[src/rtl/dsk_pkg.sv]
package dsk_pkg;
  localparam int ADDR_W = 16;
  typedef logic [ADDR_W-1:0] addr_t;

  typedef struct packed {
    logic head_sel;
    logic sel35_n;
    logic route_int;
    logic ctl_reset;
  } latch_t;

  typedef struct packed {
    logic hds_clr;
    logic hds_set;
    logic d35_on;
    logic d35_off;
    logic rt_int;
    logic rt_ext;
    logic ctl_set;
  } strobe_t;

  localparam latch_t LATCH_RST = '{head_sel: 1'b0, sel35_n: 1'b1,
                                   route_int: 1'b0, ctl_reset: 1'b0};

  // True when a lies in the aligned span of 2**lg bytes starting at base.
  function automatic logic in_span(addr_t a, addr_t base, int lg);
    return (a >> lg) == (base >> lg);
  endfunction

  // Route steering: returns {ext_n, int_n}; the unpicked side idles high.
  function automatic logic [1:0] steer(logic to_int, logic en_n);
    return to_int ? {1'b1, en_n} : {en_n, 1'b1};
  endfunction
endpackage

[src/rtl/dsk_decode.sv]
module dsk_decode
  import dsk_pkg::*;
#(
  parameter addr_t HDS_CLR_BASE = 16'hCE40,
  parameter addr_t HDS_SET_BASE = 16'hCE60,
  parameter int    SPAN_LG      = 5,
  parameter addr_t RT_INT_ADDR  = 16'hCC80,
  parameter addr_t RT_EXT_ADDR  = 16'hCCC0,
  parameter addr_t CTL_ADDR     = 16'hCC40
) (
  input  addr_t   addr,
  input  logic    rnw,
  output strobe_t stb,
  output logic    any_hit
);
  logic clr_win, set_win;

  always_comb begin
    clr_win     = in_span(addr, HDS_CLR_BASE, SPAN_LG);
    set_win     = in_span(addr, HDS_SET_BASE, SPAN_LG);
    stb.hds_clr = clr_win & rnw;
    stb.hds_set = set_win & rnw;
    stb.d35_on  = clr_win & ~rnw;
    stb.d35_off = set_win & ~rnw;
    stb.rt_int  = (addr == RT_INT_ADDR) & ~rnw;
    stb.rt_ext  = (addr == RT_EXT_ADDR) & ~rnw;
    stb.ctl_set = (addr == CTL_ADDR) & ~rnw;
    any_hit     = |stb;
  end
endmodule

[src/rtl/dsk_latches.sv]
module dsk_latches
  import dsk_pkg::*;
(
  input  logic    clk,
  input  logic    rst_n,
  input  strobe_t stb,
  input  logic    any_hit,
  output latch_t  q
);
  always_ff @(posedge clk or negedge rst_n) begin
    if (!rst_n) begin
      q <= LATCH_RST;
    end else begin
      if (stb.hds_clr) q.head_sel <= 1'b0;
      if (stb.hds_set) q.head_sel <= 1'b1;
      if (stb.d35_on)  q.sel35_n  <= 1'b0;
      if (stb.d35_off) q.sel35_n  <= 1'b1;
      if (stb.rt_int)  q.route_int <= 1'b1;
      if (stb.rt_ext)  q.route_int <= 1'b0;
      if (stb.ctl_set) q.ctl_reset <= 1'b1;
    end
  end

  AST_HDS_CLR: assert property (@(posedge clk) disable iff (!rst_n)
    stb.hds_clr |=> !q.head_sel);
  AST_HDS_SET: assert property (@(posedge clk) disable iff (!rst_n)
    stb.hds_set |=> q.head_sel);
  AST_D35_ON: assert property (@(posedge clk) disable iff (!rst_n)
    stb.d35_on |=> (!q.sel35_n && $stable(q.head_sel)));
  AST_D35_OFF: assert property (@(posedge clk) disable iff (!rst_n)
    stb.d35_off |=> q.sel35_n);
  AST_RT_INT: assert property (@(posedge clk) disable iff (!rst_n)
    stb.rt_int |=> q.route_int);
  AST_RT_EXT: assert property (@(posedge clk) disable iff (!rst_n)
    stb.rt_ext |=> !q.route_int);
  AST_CTL_STICKY: assert property (@(posedge clk) disable iff (!rst_n)
    q.ctl_reset |=> q.ctl_reset);
  AST_IDLE_HOLD: assert property (@(posedge clk) disable iff (!rst_n)
    !any_hit |=> $stable(q));
endmodule

[src/rtl/dsk_steer.sv]
module dsk_steer
  import dsk_pkg::*;
(
  input  logic clk,
  input  logic rst_n,
  input  logic route_int,
  input  logic drv2_en_n,
  output logic ext_en_n,
  output logic int_en_n
);
  always_comb {ext_en_n, int_en_n} = steer(route_int, drv2_en_n);

  AST_NO_DUAL_ENABLE: assert property (@(posedge clk) disable iff (!rst_n)
    $onehot0({~ext_en_n, ~int_en_n}));
endmodule

[src/rtl/dsk_ctl_latch.sv]
module dsk_ctl_latch
  import dsk_pkg::*;
(
  input  logic        clk,
  input  logic        rst_n,
  input  logic [15:0] addr,
  input  logic        rnw,
  input  logic        drv2_en_n,
  output logic        ext_en_n,
  output logic        int_en_n,
  output logic        head_sel,
  output logic        sel35_n,
  output logic        ctl_reset
);
  strobe_t stb;
  logic    any_hit;
  latch_t  q;

  dsk_decode u_dec (.addr(addr), .rnw(rnw), .stb(stb), .any_hit(any_hit));

  dsk_latches u_lat (.clk(clk), .rst_n(rst_n), .stb(stb),
                     .any_hit(any_hit), .q(q));

  dsk_steer u_str (.clk(clk), .rst_n(rst_n), .route_int(q.route_int),
                   .drv2_en_n(drv2_en_n), .ext_en_n(ext_en_n),
                   .int_en_n(int_en_n));

  assign head_sel  = q.head_sel;
  assign sel35_n   = q.sel35_n;
  assign ctl_reset = q.ctl_reset;
endmodule

[config.mk]
export PLATFORM = sky130hd
export DESIGN_NAME = dsk_ctl_latch
export DESIGN_NICKNAME = d
export VERILOG_FILES = /design/src/rtl/dsk_pkg.sv /design/src/rtl/dsk_decode.sv /design/src/rtl/dsk_latches.sv /design/src/rtl/dsk_steer.sv /design/src/rtl/dsk_ctl_latch.sv
export SDC_FILE = /design/constraint.sdc
export NUM_CORES = 1
export LEC_CHECK = 0
export BUFFER_PORTS_ARGS = -buffer_cell sky130_fd_sc_hd__buf_2
export CAP_MARGIN = 10
export CELL_PAD_IN_SITES_DETAIL_PLACEMENT = 1
export CELL_PAD_IN_SITES_GLOBAL_PLACEMENT = 1
export CORE_AREA = 2 2 39 41
export CTS_CLUSTER_SIZE = 8
export DETAILED_ROUTE_END_ITERATION = 8
export DIE_AREA = 0 0 41 43
export PLACE_DENSITY_LB_ADDON = 0.1
export REMOVE_ABC_BUFFERS = 1
export SLEW_MARGIN = 20
export SYNTH_ARGS = -nofsm -noshare
export SYNTH_HDL_FRONTEND = slang
export SYNTH_SLANG_ARGS = --single-unit
[constraint.sdc]
create_clock -name clk -period 1.1 [get_ports clk]
set_input_delay 0.22 -clock clk [delete_from_list [all_inputs] [get_ports clk]]
set_output_delay 0.22 -clock clk [all_outputs]
set_load 0.05 [all_outputs]
==> results.md <==
* Hold EP: u_lat.q[1]
* Area after DPL at 458 um2
* Syn_area_per_cell at 11.9 um2
* Initial antenna violation count at 0
* Routed wire length at 816 um
* FF-to-FF End: u_lat.q[3]
* Worst hold path stage count at 2
* Crit path cell chain: or2_4 > buf_8
* Starting Density at 19.7%
* Antenna diodes at 0
* Crit-path leading delay family: flip-flops
* Biggest regs: u_lat.q: 4 flops
* Root Buffer Master: clkbuf_4
* Setup Fix Bufs, Post-CTS at 0
* Fin nets at 79
* H-tree level count at 1
* Slew margin rel. at 71.0%
* Min Tclk post-route at 1.21 ns
* Num rows at 14
* Fill count at 175
* Post-Route Skew at 0 ns
* Leakage at 0.273 nW
* Bufs and invs on worst path at 1
* Seq cells post-synth at 4
* CTS Buf Count at 3
* Fin. Hold Viols at 0
* Failing checks: negative setup slack
* CP Data Required Time at 0.88 ns
* Maximum capacitance violations at 0
* Core box area at 1380 um2
* Die span in x at 41 um
* Vias in the first global route at 358
* Final core occ at 39.2%
* Post-DRT Antenna Nets at 0
* First-pass GRT wire length at 1300 um
* Die Y at 43 um
* Status: finished, violations left
* Slew at the pin closest to its max-slew limit at 0.431 ns
* Crit-path max FO at 2
* Clock latency on the worst-skew pair at 0.24 ns
* I/O Buffers at 24
* VDD IR max at 0.648 mV
* Area delta synth->final at 99.1%
* DR iter-0 viols at 0
* IO Count at 25
* Placed cells at 69
* Worst-path clk slew at 0.04 ns
* Period utilization at 110%
* Worst-path cell with the longest stage delay: dfrtp_1
* DR vias/cell at 4.62
* Post-synth cell types at 17
* Biggest register: u_lat.q
* Pwr/cell area at 827 nW/um2
* Vias at 342
* Layout cell share with drive strength beyond 1 at 69.0%
* First-pass iteration count of the detailed router at 1
* Worst reg2reg path startpoint: u_lat.q[3]
* Startpoint Class: flip-flop
* Design Area, Final at 543 um2
* Setup TNS at -0.215 ns
* Setup-failing EPs final at 3
* CTS tree: built
* R2R Setup Slk at 0.34 ns
* Critical path class: reg2out
* GRT Util Overall at 11.3%
* Yosys warning total at 0
* Final WS setup at -0.110 ns
* Max reg flops at 4
* CP arrival at 0.99 ns
* Largest stage delay on the critical path at 0.37 ns
* Unrepaired setup endpoints after global routing: true
* Max clock buf depth at 2
* Fin cells at 74
* Cell count of the worst reg-to-reg path at 1
* Min-delay worst type: in2reg
* Crit. End Element: primary output
* Cells after synthesis at 23
* Cell Area, Synth at 273 um2
* GPL Wtd Cong at 0.719
* Largest net degree at the start of global routing at 5
* Sequential area share after synthesis at 37.2%
* Pins Over Slew Limit at 0
* CTS Sinks at 4
* Min-delay src: addr[6]
* Total gr overflow at 0
* Die area at 1760 um2
* Fmax at 826 MHz
* Post-DR wirelength/cell at 11.0 um
* Drc violations at 0
-- through the flow --
| stage | hold WS, ns | total power [mW] | worst slack (ns) |
|---|---|---|---|
| after floorplan | -0.0756 | 0.180 | -0.126 |
| after global placement | 0.0275 | 0.234 | -0.269 |
| after detailed placement | 0.0271 | 0.237 | -0.295 |
| after CTS | 0.202 | 0.456 | -0.125 |
| after global routing | 0.214 | 0.485 | -0.144 |
| final | 0.211 | 0.449 | -0.110 |
-- worst max-delay path by stage --
stage | start | to | slack (ns) | depth (start not counted)
6_report | u_lat.q[1] | ext_en_n | -0.11 | 2
4_1_cts | u_lat.q[1] | ext_en_n | -0.12 | 2
3_5_place_dp | addr[13] | u_lat.q[3] | -0.30 | 4
2_1_floorplan | addr[13] | u_lat.q[3] | -0.13 | 3
3_3_place_gp | addr[13] | u_lat.q[3] | -0.27 | 4
5_1_grt | u_lat.q[1] | ext_en_n | -0.14 | 2
-- cell usage after synthesis --
master | number | area share (%)
a31o_1 | 1 | 3.2
and4b_1 | 1 | 3.7
dfstp_2 | 1 | 9.6
nor4_1 | 2 | 4.6
or3b_4 | 1 | 4.1
dfrtp_1 | 3 | 28
mux2i_1 | 1 | 3.7
nand4bb_1 | 1 | 4.1
nor3_2 | 2 | 7.3
inv_1 | 1 | 1.4
nor4b_2 | 1 | 5.5
nor4bb_1 | 1 | 3.7
or2_2 | 1 | 2.3
nand2b_1 | 1 | 2.3
nand4b_1 | 2 | 6.4
mux2_1 | 2 | 8.3
nand4_1 | 1 | 2.3
-- layer usage --
layer,track usage [%],vias to the layer above,share of wire [%],routed length [um]
met5,0,-,0,0
met1,12.4,158,39,317
met4,6.00,0,1.7,14
met2,16.6,18,51,418
li1,-,164,-,-
met3,6.28,2,8.1,66
-- layout make-up --
class,count,area (um2),area share (%)
well taps,16,20.0,3.69
inverters,1,3.75,0.691
multi-input cells,18,178,32.7
flip-flops and latches,4,101,18.7
repair buffers,31,214,39.4
clock buffers,4,26.3,4.84
-- cells in the final DEF (no fill, tap or decap), types with 2 or more instances in the layout --
cell	synthesis	layout
clkbuf_4	0	4
nor3_2	2	2
nand4b_1	2	2
mux2_1	2	2
nor4_1	2	2
buf_4	0	6
buf_8	0	3
dfrtp_1	3	3
buf_2	0	19
-- cell families after synthesis --
logic type / share of synthesized area, %
buffers and inverters: 1.37
AND/OR/NAND/NOR: 46.3
AO/OA/AOI/OAI: 3.21
multiplexers: 11.9
flip-flops: 37.2
-- report_power, final --
part	total (mW)	internal, mW	switching [mW]
combinational	0.0975	0.0562	0.0413
sequential	0.150	0.150	0.000729
clock	0.201	0.136	0.0651
-- timing repair --
| item | CTS | global route |
|---|---|---|
| cloned | 0 | 0 |
| resized for setup | 10 | 3 |
| hold buffers | 1 | 0 |
| setup endpoints to repair | 4 | 5 |
| pin swaps | 3 | 0 |
| endpoints found under the hold margin | 4 | 0 |
(Power assumes the default switching activity.)
